===== src/rtl/dma_list_pkg.sv =====
package dma_list_pkg;

    typedef enum logic [2:0] {
        W_IDLE,
        W_PTR,
        W_DESC,
        W_CPRD,
        W_CPWR,
        W_NEXT,
        W_RSLT
    } walk_st_t;

    localparam logic [2:0]  KIND_TABLE = 3'd1;
    localparam logic [31:0] RES_ERR    = 32'h8000_0008;
    localparam logic [31:0] RES_FLUSH  = 32'h8000_0004;
    localparam logic [31:0] RES_DONE   = 32'h8000_0002;

    localparam logic [2:0] OFS_CMD   = 3'd0;
    localparam logic [2:0] OFS_RES   = 3'd1;
    localparam logic [2:0] OFS_STAT  = 3'd2;
    localparam logic [2:0] OFS_CFG   = 3'd3;
    localparam logic [2:0] OFS_FLUSH = 3'd4;

endpackage


===== src/rtl/dma_fifo.sv =====
module dma_fifo #(
    parameter int W     = 32,
    parameter int DEPTH = 4
) (
    input  logic                           clk,
    input  logic                           rst_n,
    input  logic                           push,
    input  logic [W-1:0]                   din,
    input  logic                           pop,
    output logic [W-1:0]                   dout,
    output logic                           full,
    output logic                           empty,
    output logic [$clog2(DEPTH+1)-1:0]     count
);
    localparam int AW = (DEPTH > 1) ? $clog2(DEPTH) : 1;
    localparam int CW = $clog2(DEPTH+1);

    logic [W-1:0]  store [DEPTH];
    logic [AW-1:0] wr_ptr, rd_ptr;
    logic          do_push, do_pop;

    assign full    = (count == CW'(DEPTH));
    assign empty   = (count == '0);
    assign do_push = push && !full;
    assign do_pop  = pop && !empty;
    assign dout    = store[rd_ptr];

    always_ff @(posedge clk) begin
        if (do_push) store[wr_ptr] <= din;
    end

    always_ff @(posedge clk or negedge rst_n) begin
        if (!rst_n) begin
            wr_ptr <= '0;
            rd_ptr <= '0;
            count  <= '0;
        end else begin
            if (do_push) wr_ptr <= (wr_ptr == AW'(DEPTH-1)) ? '0 : wr_ptr + 1'b1;
            if (do_pop)  rd_ptr <= (rd_ptr == AW'(DEPTH-1)) ? '0 : rd_ptr + 1'b1;
            if (do_push && !do_pop)      count <= count + 1'b1;
            else if (do_pop && !do_push) count <= count - 1'b1;
        end
    end

    // writers must never offer data to a full queue
    p_no_overflow_r12: assert property (@(posedge clk) disable iff (!rst_n)
        push |-> !full);

    p_count_bound_r10: assert property (@(posedge clk) disable iff (!rst_n)
        count <= CW'(DEPTH));

endmodule


===== src/rtl/dma_walker.sv =====
module dma_walker
    import dma_list_pkg::*;
#(
    parameter int MEM_AW = 16
) (
    input  logic              clk,
    input  logic              rst_n,
    input  logic              cmd_empty,
    input  logic [31:0]       cmd_word,
    output logic              cmd_pop,
    input  logic              res_full,
    output logic              res_push,
    output logic [31:0]       res_word,
    input  logic [1:0]        res_cfg,
    input  logic              flush_wr,
    output logic              mem_req,
    output logic              mem_we,
    output logic [MEM_AW-1:0] mem_addr,
    output logic [31:0]       mem_wdata,
    input  logic              mem_ack,
    input  logic [31:0]       mem_rdata
);
    localparam int LW = 31;

    walk_st_t          state;
    logic [MEM_AW-1:0] ptr_wa, desc_wa, cp_src, cp_dst;
    logic [1:0]        idx;
    logic              d_last, last_ptr, flush_pend, rs_en;
    logic [1:0]        d_mode;
    logic [LW-1:0]     words_left;
    logic [31:0]       data_buf, rs_word;
    logic [32:0]       len_up;
    logic [LW-1:0]     nwords;

    assign len_up = {1'b0, mem_rdata} + 33'd3;
    assign nwords = len_up[32:2];

    // state register and datapath
    always_ff @(posedge clk or negedge rst_n) begin
        if (!rst_n) begin
            state      <= W_IDLE;
            ptr_wa     <= '0;
            desc_wa    <= '0;
            cp_src     <= '0;
            cp_dst     <= '0;
            idx        <= '0;
            d_last     <= 1'b0;
            d_mode     <= '0;
            last_ptr   <= 1'b0;
            flush_pend <= 1'b0;
            rs_en      <= 1'b0;
            rs_word    <= '0;
            words_left <= '0;
            data_buf   <= '0;
        end else begin
            unique case (state)
                W_IDLE: begin
                    if (flush_pend) begin
                        flush_pend <= 1'b0;
                    end else if (!cmd_empty) begin
                        if (cmd_word[31:29] == KIND_TABLE) begin
                            ptr_wa <= MEM_AW'({cmd_word[28:0], 1'b0});
                            state  <= W_PTR;
                        end else begin
                            rs_word <= RES_ERR;
                            rs_en   <= 1'b1;
                            state   <= W_RSLT;
                        end
                    end
                end
                W_PTR: begin
                    if (mem_ack) begin
                        last_ptr <= mem_rdata[31];
                        desc_wa  <= MEM_AW'({mem_rdata[28:0], 1'b0});
                        ptr_wa   <= ptr_wa + 1'b1;
                        idx      <= '0;
                        state    <= W_DESC;
                    end
                end
                W_DESC: begin
                    if (mem_ack) begin
                        idx <= idx + 1'b1;
                        unique case (idx)
                            2'd0: begin
                                d_last <= mem_rdata[31];
                                d_mode <= mem_rdata[1:0];
                            end
                            2'd1: cp_src <= MEM_AW'(mem_rdata[31:2]);
                            2'd2: cp_dst <= MEM_AW'(mem_rdata[31:2]);
                            default: begin
                                if (d_mode != 2'd0) begin
                                    rs_word <= RES_ERR;
                                    rs_en   <= 1'b1;
                                    state   <= W_RSLT;
                                end else begin
                                    words_left <= nwords;
                                    state      <= (nwords == '0) ? W_NEXT : W_CPRD;
                                end
                            end
                        endcase
                    end
                end
                W_CPRD: begin
                    if (mem_ack) begin
                        data_buf <= mem_rdata;
                        cp_src   <= cp_src + 1'b1;
                        state    <= W_CPWR;
                    end
                end
                W_CPWR: begin
                    if (mem_ack) begin
                        cp_dst     <= cp_dst + 1'b1;
                        words_left <= words_left - 1'b1;
                        state      <= (words_left == LW'(1)) ? W_NEXT : W_CPRD;
                    end
                end
                W_NEXT: begin
                    if (flush_pend) begin
                        flush_pend <= 1'b0;
                        rs_word    <= RES_FLUSH;
                        rs_en      <= res_cfg[0];
                        state      <= W_RSLT;
                    end else if (d_last) begin
                        if (last_ptr) begin
                            rs_word <= RES_DONE;
                            rs_en   <= res_cfg[1];
                            state   <= W_RSLT;
                        end else begin
                            state <= W_PTR;
                        end
                    end else begin
                        desc_wa <= desc_wa + MEM_AW'(4);
                        idx     <= '0;
                        state   <= W_DESC;
                    end
                end
                W_RSLT: begin
                    if (!rs_en || !res_full) state <= W_IDLE;
                end
                default: state <= W_IDLE;
            endcase
            if (flush_wr) flush_pend <= 1'b1;
        end
    end

    // outputs
    always_comb begin
        mem_req   = 1'b0;
        mem_we    = 1'b0;
        mem_addr  = '0;
        mem_wdata = data_buf;
        cmd_pop   = 1'b0;
        res_push  = 1'b0;
        res_word  = rs_word;
        unique case (state)
            W_IDLE: cmd_pop = !flush_pend && !cmd_empty;
            W_PTR: begin
                mem_req  = 1'b1;
                mem_addr = ptr_wa;
            end
            W_DESC: begin
                mem_req  = 1'b1;
                mem_addr = desc_wa + MEM_AW'(idx);
            end
            W_CPRD: begin
                mem_req  = 1'b1;
                mem_addr = cp_src;
            end
            W_CPWR: begin
                mem_req  = 1'b1;
                mem_we   = 1'b1;
                mem_addr = cp_dst;
            end
            W_RSLT: res_push = rs_en && !res_full;
            default: ;
        endcase
    end

    // an unacknowledged request stays put
    p_req_hold_r13: assert property (@(posedge clk) disable iff (!rst_n)
        (mem_req && !mem_ack) |=> (mem_req && $stable(mem_addr) && $stable(mem_we)
                                   && $stable(mem_wdata)));

    // a destination write only follows a completed source read
    p_wr_after_rd_r5: assert property (@(posedge clk) disable iff (!rst_n)
        $rose(mem_we) |-> $past(mem_ack));

    // every pushed result carries the valid flag
    p_res_valid_r7: assert property (@(posedge clk) disable iff (!rst_n)
        res_push |-> res_word[31]);

endmodule


===== src/rtl/dma_list_chan.sv =====
module dma_list_chan
    import dma_list_pkg::*;
#(
    parameter int MEM_AW    = 16,
    parameter int CMD_DEPTH = 2,
    parameter int RES_DEPTH = 4
) (
    input  logic              clk,
    input  logic              rst_n,
    input  logic              reg_wr,
    input  logic              reg_rd,
    input  logic [2:0]        reg_addr,
    input  logic [31:0]       reg_wdata,
    output logic [31:0]       reg_rdata,
    output logic              irq,
    output logic              mem_req,
    output logic              mem_we,
    output logic [MEM_AW-1:0] mem_addr,
    output logic [31:0]       mem_wdata,
    input  logic              mem_ack,
    input  logic [31:0]       mem_rdata
);
    localparam int CMD_CW = $clog2(CMD_DEPTH+1);
    localparam int RES_CW = $clog2(RES_DEPTH+1);

    logic [2:0]        cfg;
    logic              cmd_push, cmd_pop, cmd_full, cmd_empty;
    logic [31:0]       cmd_word;
    logic [CMD_CW-1:0] cmd_cnt;
    logic              res_push, res_pop, res_full, res_empty;
    logic [31:0]       res_in, res_head;
    logic [RES_CW-1:0] res_cnt;
    logic              flush_wr;
    logic [31:0]       status;

    assign cmd_push = reg_wr && (reg_addr == OFS_CMD) && !cmd_full;
    assign flush_wr = reg_wr && (reg_addr == OFS_FLUSH);
    assign res_pop  = reg_rd && (reg_addr == OFS_RES) && !res_empty;
    assign irq      = cfg[0] && !res_empty;
    assign status   = {3'(res_cnt), 2'(cmd_cnt), 25'd0, !res_empty, !cmd_full};

    always_ff @(posedge clk or negedge rst_n) begin
        if (!rst_n)                                cfg <= '0;
        else if (reg_wr && reg_addr == OFS_CFG)    cfg <= reg_wdata[2:0];
    end

    always_comb begin
        unique case (reg_addr)
            OFS_RES:  reg_rdata = res_empty ? 32'd0 : res_head;
            OFS_STAT: reg_rdata = status;
            OFS_CFG:  reg_rdata = {29'd0, cfg};
            default:  reg_rdata = 32'd0;
        endcase
    end

    dma_fifo #(.W(32), .DEPTH(CMD_DEPTH)) u_cmdq (
        .clk(clk), .rst_n(rst_n),
        .push(cmd_push), .din(reg_wdata),
        .pop(cmd_pop), .dout(cmd_word),
        .full(cmd_full), .empty(cmd_empty), .count(cmd_cnt)
    );

    dma_fifo #(.W(32), .DEPTH(RES_DEPTH)) u_resq (
        .clk(clk), .rst_n(rst_n),
        .push(res_push), .din(res_in),
        .pop(res_pop), .dout(res_head),
        .full(res_full), .empty(res_empty), .count(res_cnt)
    );

    dma_walker #(.MEM_AW(MEM_AW)) u_walk (
        .clk(clk), .rst_n(rst_n),
        .cmd_empty(cmd_empty), .cmd_word(cmd_word), .cmd_pop(cmd_pop),
        .res_full(res_full), .res_push(res_push), .res_word(res_in),
        .res_cfg(cfg[2:1]), .flush_wr(flush_wr),
        .mem_req(mem_req), .mem_we(mem_we), .mem_addr(mem_addr),
        .mem_wdata(mem_wdata), .mem_ack(mem_ack), .mem_rdata(mem_rdata)
    );

    // reading an empty result queue leaves it empty
    p_empty_read_r9: assert property (@(posedge clk) disable iff (!rst_n)
        (reg_rd && reg_addr == OFS_RES && res_empty && !res_push) |=> res_empty);

    // a command that arrives with the queue full is not stored
    p_cmd_drop_r10: assert property (@(posedge clk) disable iff (!rst_n)
        (reg_wr && reg_addr == OFS_CMD && cmd_full && !cmd_pop) |=> cmd_full);

endmodule


===== config.mk =====
export PLATFORM = sky130hd
export DESIGN_NAME = dma_list_chan
export DESIGN_NICKNAME = d
export VERILOG_FILES = /design/src/rtl/dma_list_pkg.sv /design/src/rtl/dma_fifo.sv /design/src/rtl/dma_walker.sv /design/src/rtl/dma_list_chan.sv
export SDC_FILE = /design/constraint.sdc
export NUM_CORES = 1
export LEC_CHECK = 0
export BUFFER_PORTS_ARGS = -buffer_cell sky130_fd_sc_hd__buf_2
export CAP_MARGIN = 20
export CORE_MARGIN = 1
export CORE_UTILIZATION = 50
export DETAILED_ROUTE_END_ITERATION = 8
export HOLD_SLACK_MARGIN = 0.02
export PLACE_DENSITY = 0.7
export SKIP_CTS_REPAIR_TIMING = 1
export SYNTH_ARGS = -nofsm -noshare
export SYNTH_HDL_FRONTEND = slang
export SYNTH_SLANG_ARGS = --single-unit

===== constraint.sdc =====
create_clock -name clk -period 3.8 [get_ports clk]
set_input_delay 0.38 -clock clk [delete_from_list [all_inputs] [get_ports clk]]
set_output_delay 0.38 -clock clk [all_outputs]
set_load 0.005 [all_outputs]

Word level (Yosys, flattened, before mapping)

Memories as Yosys holds them, arrays and structs flattened.
Cells that the tools add are included.

Bits in registers: 184
RAM bits: 192
Bits of input ports: 72
Output and inout port bits: 83
Word-level logic and storage cells: 217
Memories: 2

Memories:

| name         | words | bits a word | rd ports | clocked after memory_dff | wr ports | RTL line       | text |
|---|---|---|---|---|---|---|---|
| u_resq.store | 4     | 32          | 1        | 0                        | 1        | dma_fifo.sv:18 | `logic [W-1:0] store [DEPTH];` |
| u_cmdq.store | 2     | 32          | 1        | 0                        | 1        | dma_fifo.sv:18 |  |

Add/sub/neg operators: 16
Equal/unequal tests: 36
Mux-type cells: 84
Reduce and logical (&&, ||, !) cells: 58

Operators by type and width:

| operator                                                              | count |
|---|---|
| 32-bit two-way mux                                                    | 10 |
| 16-bit two-way mux                                                    | 13 |
| 32-bit case mux with 3 select lines                                   | 2 |
| 16-bit case mux with 2 select lines                                   | 4 |
| 31-bit two-way mux                                                    | 4 |
| 16-bit case mux with 4 select lines                                   | 1 |
| 31-bit case mux with 2 select lines                                   | 1 |
| 3-bit two-way mux                                                     | 17 |
| 16-bit by 1-bit adder with 16-bit output (second input constant)      | 3 |
| 32-bit by 2-bit adder with 33-bit output (second input constant)      | 1 |
| 31-bit by 1-bit == test with 1-bit output (second input constant)     | 1 |
| 31-bit zero test                                                      | 1 |
| 31-bit by 1-bit subtractor with 31-bit output (second input constant) | 1 |
| 2-bit != test (second input constant)                                 | 13 |
| 1-bit two-way mux                                                     | 21 |
| 3-bit case mux with 7 select lines                                    | 1 |
| 1-bit logical AND                                                     | 17 |
| 16-bit by 2-bit adder with 16-bit output                              | 1 |
| 16-bit by 3-bit adder with 16-bit output (second input constant)      | 1 |
| 2-bit two-way mux                                                     | 8 |
| 2-bit nonzero test                                                    | 8 |
| 3-bit == test (second input constant)                                 | 5 |
| 5-bit AND reduction                                                   | 3 |
| 3-bit by 2-bit == test with 1-bit output (second input constant)      | 4 |
| 25 further kinds                                                      | 53 |

Longest topological paths before layout

Word-level depth: 9
Mapped depth: 11

Cells and area by module

Synthesis repeated with hierarchy kept, for this count alone.

Cells, all modules: 1,549
Area total of the unflattened synthesis: 17,697.0 um^2

By module, submodules not included:

| module             | instances | cells an instance | area each (um^2) | sequential area each (um^2) |
|---|---|---|---|---|
| dma_walker         | 1         | 1,167             | 9,487.8          | 3,528.4 |
| dma_fifo at u_resq | 1         | 205               | 5,056.1          | 4,018.9 |
| dma_fifo at u_cmdq | 1         | 119               | 2,658.8          | 2,021.9 |
| dma_list_chan      | 1         | 58                | 494.2            | 75.1 |

Worst setup path after synthesis

No wires, ideal clock.

Kind: input -> register
From: input reg_addr[1]
To: memory u_cmdq.store[0][0], enable pin
Library setup time: 0.439 ns
Data arrival time: 2.481 ns
Path slack: 0.880 ns
Stages on the path: 4
Path buffers: 1
Path through: clkbuf_1 -> nor2_1 -> nand2_1 -> nor4_1

Word-level cells in the longest chain between the ends: 6

RTL lines:

| what                                    | RTL line            | text |
|---|---|---|
| from (decl)                             | dma_list_chan.sv:12 | `input logic [2:0] reg_addr,` |
| 3-bit zero test                         | dma_list_chan.sv:36 | `assign cmd_push = reg_wr && (reg_addr == OFS_CMD) && !cmd_full;` |
| 1-bit logical AND (2 in a row)          | dma_list_chan.sv:36 |  |
| 1-bit logical AND                       | dma_fifo.sv:24      | `assign do_push = push && !full;` |
| 1-bit two-way mux                       | dma_fifo.sv:29      | `if (do_push) store[wr_ptr] <= din;` |
| 1-bit two-way mux (not written as such) | dma_fifo.sv:29      |  |
| to (decl)                               | dma_fifo.sv:18      |  |

No other way between the ends.

Worst setup path in the final report

From: register u_walk.state[0]
To: output mem_addr[0]

Word-level cells in the longest chain between the ends: 2
Elaborated cells on any way between the ends: 5

RTL lines:

| what                                  | RTL line            | text |
|---|---|---|
| from (decl)                           | dma_walker.sv:25    | `walk_st_t state;` |
| from (signal assigned)                | dma_walker.sv:97    | `state <= (nwords == '0) ? W_NEXT : W_CPRD;` |
| from (signal assigned)                | dma_walker.sv:114   | `state <= (words_left == LW'(1)) ? W_NEXT : W_CPRD;` |
| 3-bit == test (tied with other cells) | dma_walker.sv:155   | `unique case (state)` |
| 16-bit case mux with 4 select lines * | dma_walker.sv:155   |  |
| to (decl)                             | dma_list_chan.sv:18 | `output logic [MEM_AW-1:0] mem_addr,` |

Every way passes the cells marked *; elsewhere a longest branch is shown, timed or not.

==> reports/metrics.csv <==
metric,value,unit
status,completed,
final_util,58.0,%
firstDrtPassIters,7,
ant_nets,0,
cts_max_level,1,
rr_startpoint,u_walk.state[0],
area_delta_synth_final,12.6,%
synthArstFlopShare,74.9,%
synth_cell_types,84,
place_congestion,0.921,
top_level_ports,155,
drive_gt1_share,18.0,%
period_share,88.5,%
ys.flop_type,dfrtp_1,
grt_pass1_wl,52400,µm
required,3.42,ns
die_x,158,µm
p_comb_share,35.9,%
netlist_area,12200,µm²
setup_viol,0,
layout_common_cells,"dfrtp_1, nand2_1, o21ai_0, buf_2, nor2_1",
grt_max_degree,88,
synthCells,1308,
cts_tree,done,
power_switching,3.85,mW
hpwlAfterDp,22500,µm
maxCapViolCount,0,
drtIter0Drc,934,
n_antenna_cell,0,
fin_crit,3.36,ns
layout.nets,1476,
die_h,158,µm
maxSlewViolCount,0,
p_leak,5.66,nW
clk_pin_slew_worst_paths,0.06,ns
avgSynthCellArea,9.35,µm²
r2r-end,u_walk.words_left[24],
ys_warn_count,0,
synth_edf_count,52,
wl_per_cell,19.0,µm
grtUsageTotal,26.8,%
mostFrequentLayoutCell,dfrtp_1,
overflow,0,
clock_latency,0.54,ns
ys_seq_area_share,44.5,%
cts_buffer_depth,3,
min_from,reg_wdata[10],
power.density,719,nW/µm²
holdPathEnd,u_cmdq.store[1][10],
clockPowerShare,23.5,%
critPathArrivalTime,2.98,ns
start_util,51.5,%
fin_total_pwr,9.90,mW
route.detailed.drc,0,
reg2reg_depth,5,
avgViaCountPerCell,6.08,
dieArea,25100,µm²
via_count,10500,
regToRegSetupSlack,0.89,ns
swShare,38.9,%
fmax,297,MHz
p_seq_share,40.6,%
critPathKind,flip-flop to output port,
tns,0,ns
antenna_found_initial,0,
hold_class,primary input to flip-flop,
routed_wl,32700,µm
fin_skew,0.0305,ns
cts_made_buffers,24,
clockRootBuffer,clkbuf_16,
core_area,23800,µm²
slew_headroom,43.4,%
rows,56,
ys_ff_latch,207,
crit_path_start_kind,flip-flop,
port_buffers,117,
clkSinkCount,207,
grt_pass1_vias,9760,
worstPathMaxFanout,87,
worst_pin_slew,0.849,ns
rsz0062_at_grt,no,
hold_violations,0,
worst_setup_path_end_kind,output port,
p_int,6.05,mW
whs_path_depth,1,
vdd_drop_max,426,µV
[worst max-delay path by stage]
stage	depth (start not counted)	slack, ns	endpoint	from
6_report	7	0.44	mem_addr[0]	u_walk.state[0]
5_1_grt	7	0.29	mem_addr[0]	u_walk.state[0]
4_1_cts	7	0.46	mem_addr[0]	u_walk.state[0]
3_5_place_dp	8	0.90	u_walk.state[1]	mem_rdata[3]
3_3_place_gp	8	0.92	u_walk.state[1]	mem_rdata[3]
2_1_floorplan	4	0.88	u_cmdq.store[0][0]	reg_addr[1]
[registers in the layout, summed over array words and instances, names as in the netlist, 2 cells and up]
register / count
u_walk.d_mode: 2
u_walk.cp_src: 16
u_walk.idx: 2
u_walk.cp_dst: 16
u_walk.mem_wdata: 32
u_walk.words_left: 31
u_walk.desc_wa: 15
cfg: 3
u_walk.ptr_wa: 16
u_resq.rd_ptr: 2
u_cmdq.count: 2
u_walk.res_word: 4
u_resq.store: 16
u_walk.state: 3
u_resq.wr_ptr: 2
u_resq.count: 3
u_cmdq.store: 36
[final cells by class]
class                           instances  area [µm²]
Timing Repair Buffer                  143         825
Multi-Input combinational cell        989        6260
Clock buffer                           28         616
Sequential cell                       207        5440
Tap cell                              319         399
Clock inverter                         16         161
Fill cell                            2071        9980
Inverter                               20        75.1
[cell usage after synthesis (20+ instances only)]
library cell  instances  area share [%]
dfrtp_1             155              32
nand2_1             127             3.9
o21ai_0             117             4.8
nor2_1              111             3.4
a21oi_1              94             3.8
clkbuf_1             57             1.7
edfxtp_1             52              13
mux2_2               52             4.8
nand3_1              52             2.1
xor2_1               31             2.2
nor3_1               28             1.1
mux2i_1              25             2.0
and3_1               23             1.2
buf_4                23             1.4
buf_2                22            0.90
o22ai_1              22             1.1
nand4_1              20             1.0
xnor2_1              20             1.4
[power by group through the flow]
stage          clock network (mW)  logic (mW)  registers [mW]
2_1_floorplan                   0        2.64            3.67
3_3_place_gp                    0        3.42            3.99
3_5_place_dp                    0        3.51            4.02
4_1_cts                      2.36        3.54            4.00
5_1_grt                      2.45        3.96            4.15
6_report                     2.33        3.56            4.02
[cell families after synthesis]
group / count (synthesis) / synth area share [%]
other: 1 / 0.0307
adders and majority gates: 19 / 2.00
AOI/OAI and AO/OA: 366 / 18.8
xor gates and xnor gates: 51 / 3.65
muxes: 81 / 7.57
DFF: 207 / 44.5
buffers and inverters: 134 / 5.10
and+or+nand+nor: 449 / 18.3
[stage by stage]
stage / cell area (µm²) / hold slack [ns] / cells / setup slack (ns)
after global placement: 12900 / 0.455 / 1673 / 0.916
after CTS: 13700 / -0.0697 / 1717 / 0.457
after global routing: 13800 / 0.0204 / 1722 / 0.292
final: 13800 / 0.0259 / 1722 / 0.438
after detailed placement: 12900 / 0.459 / 1673 / 0.898
after floorplan: 12300 / 0.0844 / 1330 / 0.880
[worst max-delay path, stage by stage, from the launching register on]
cell and delay, ns:
dfrtp_1 0.61, or3b_1 0.69, inv_2 0.28, buf_12 0.35
nand2_1 0.10, o21ai_0 0.08, a221o_1 0.19, buf_2 0.14
[per-layer routing]
metal  vias to the layer above  global-route usage [%]  routed length (µm)  share of wire [%]
li1                       4927                       -                   -                  -
met3                        62                    4.19                2000                6.1
met2                       382                    42.3               15300                 47
met5                         -                       0                   0                  0
met4                         0                    9.29                 929                2.8
met1                      5104                    37.3               14400                 44
Note: power is estimated with default switching activity, not from simulation.
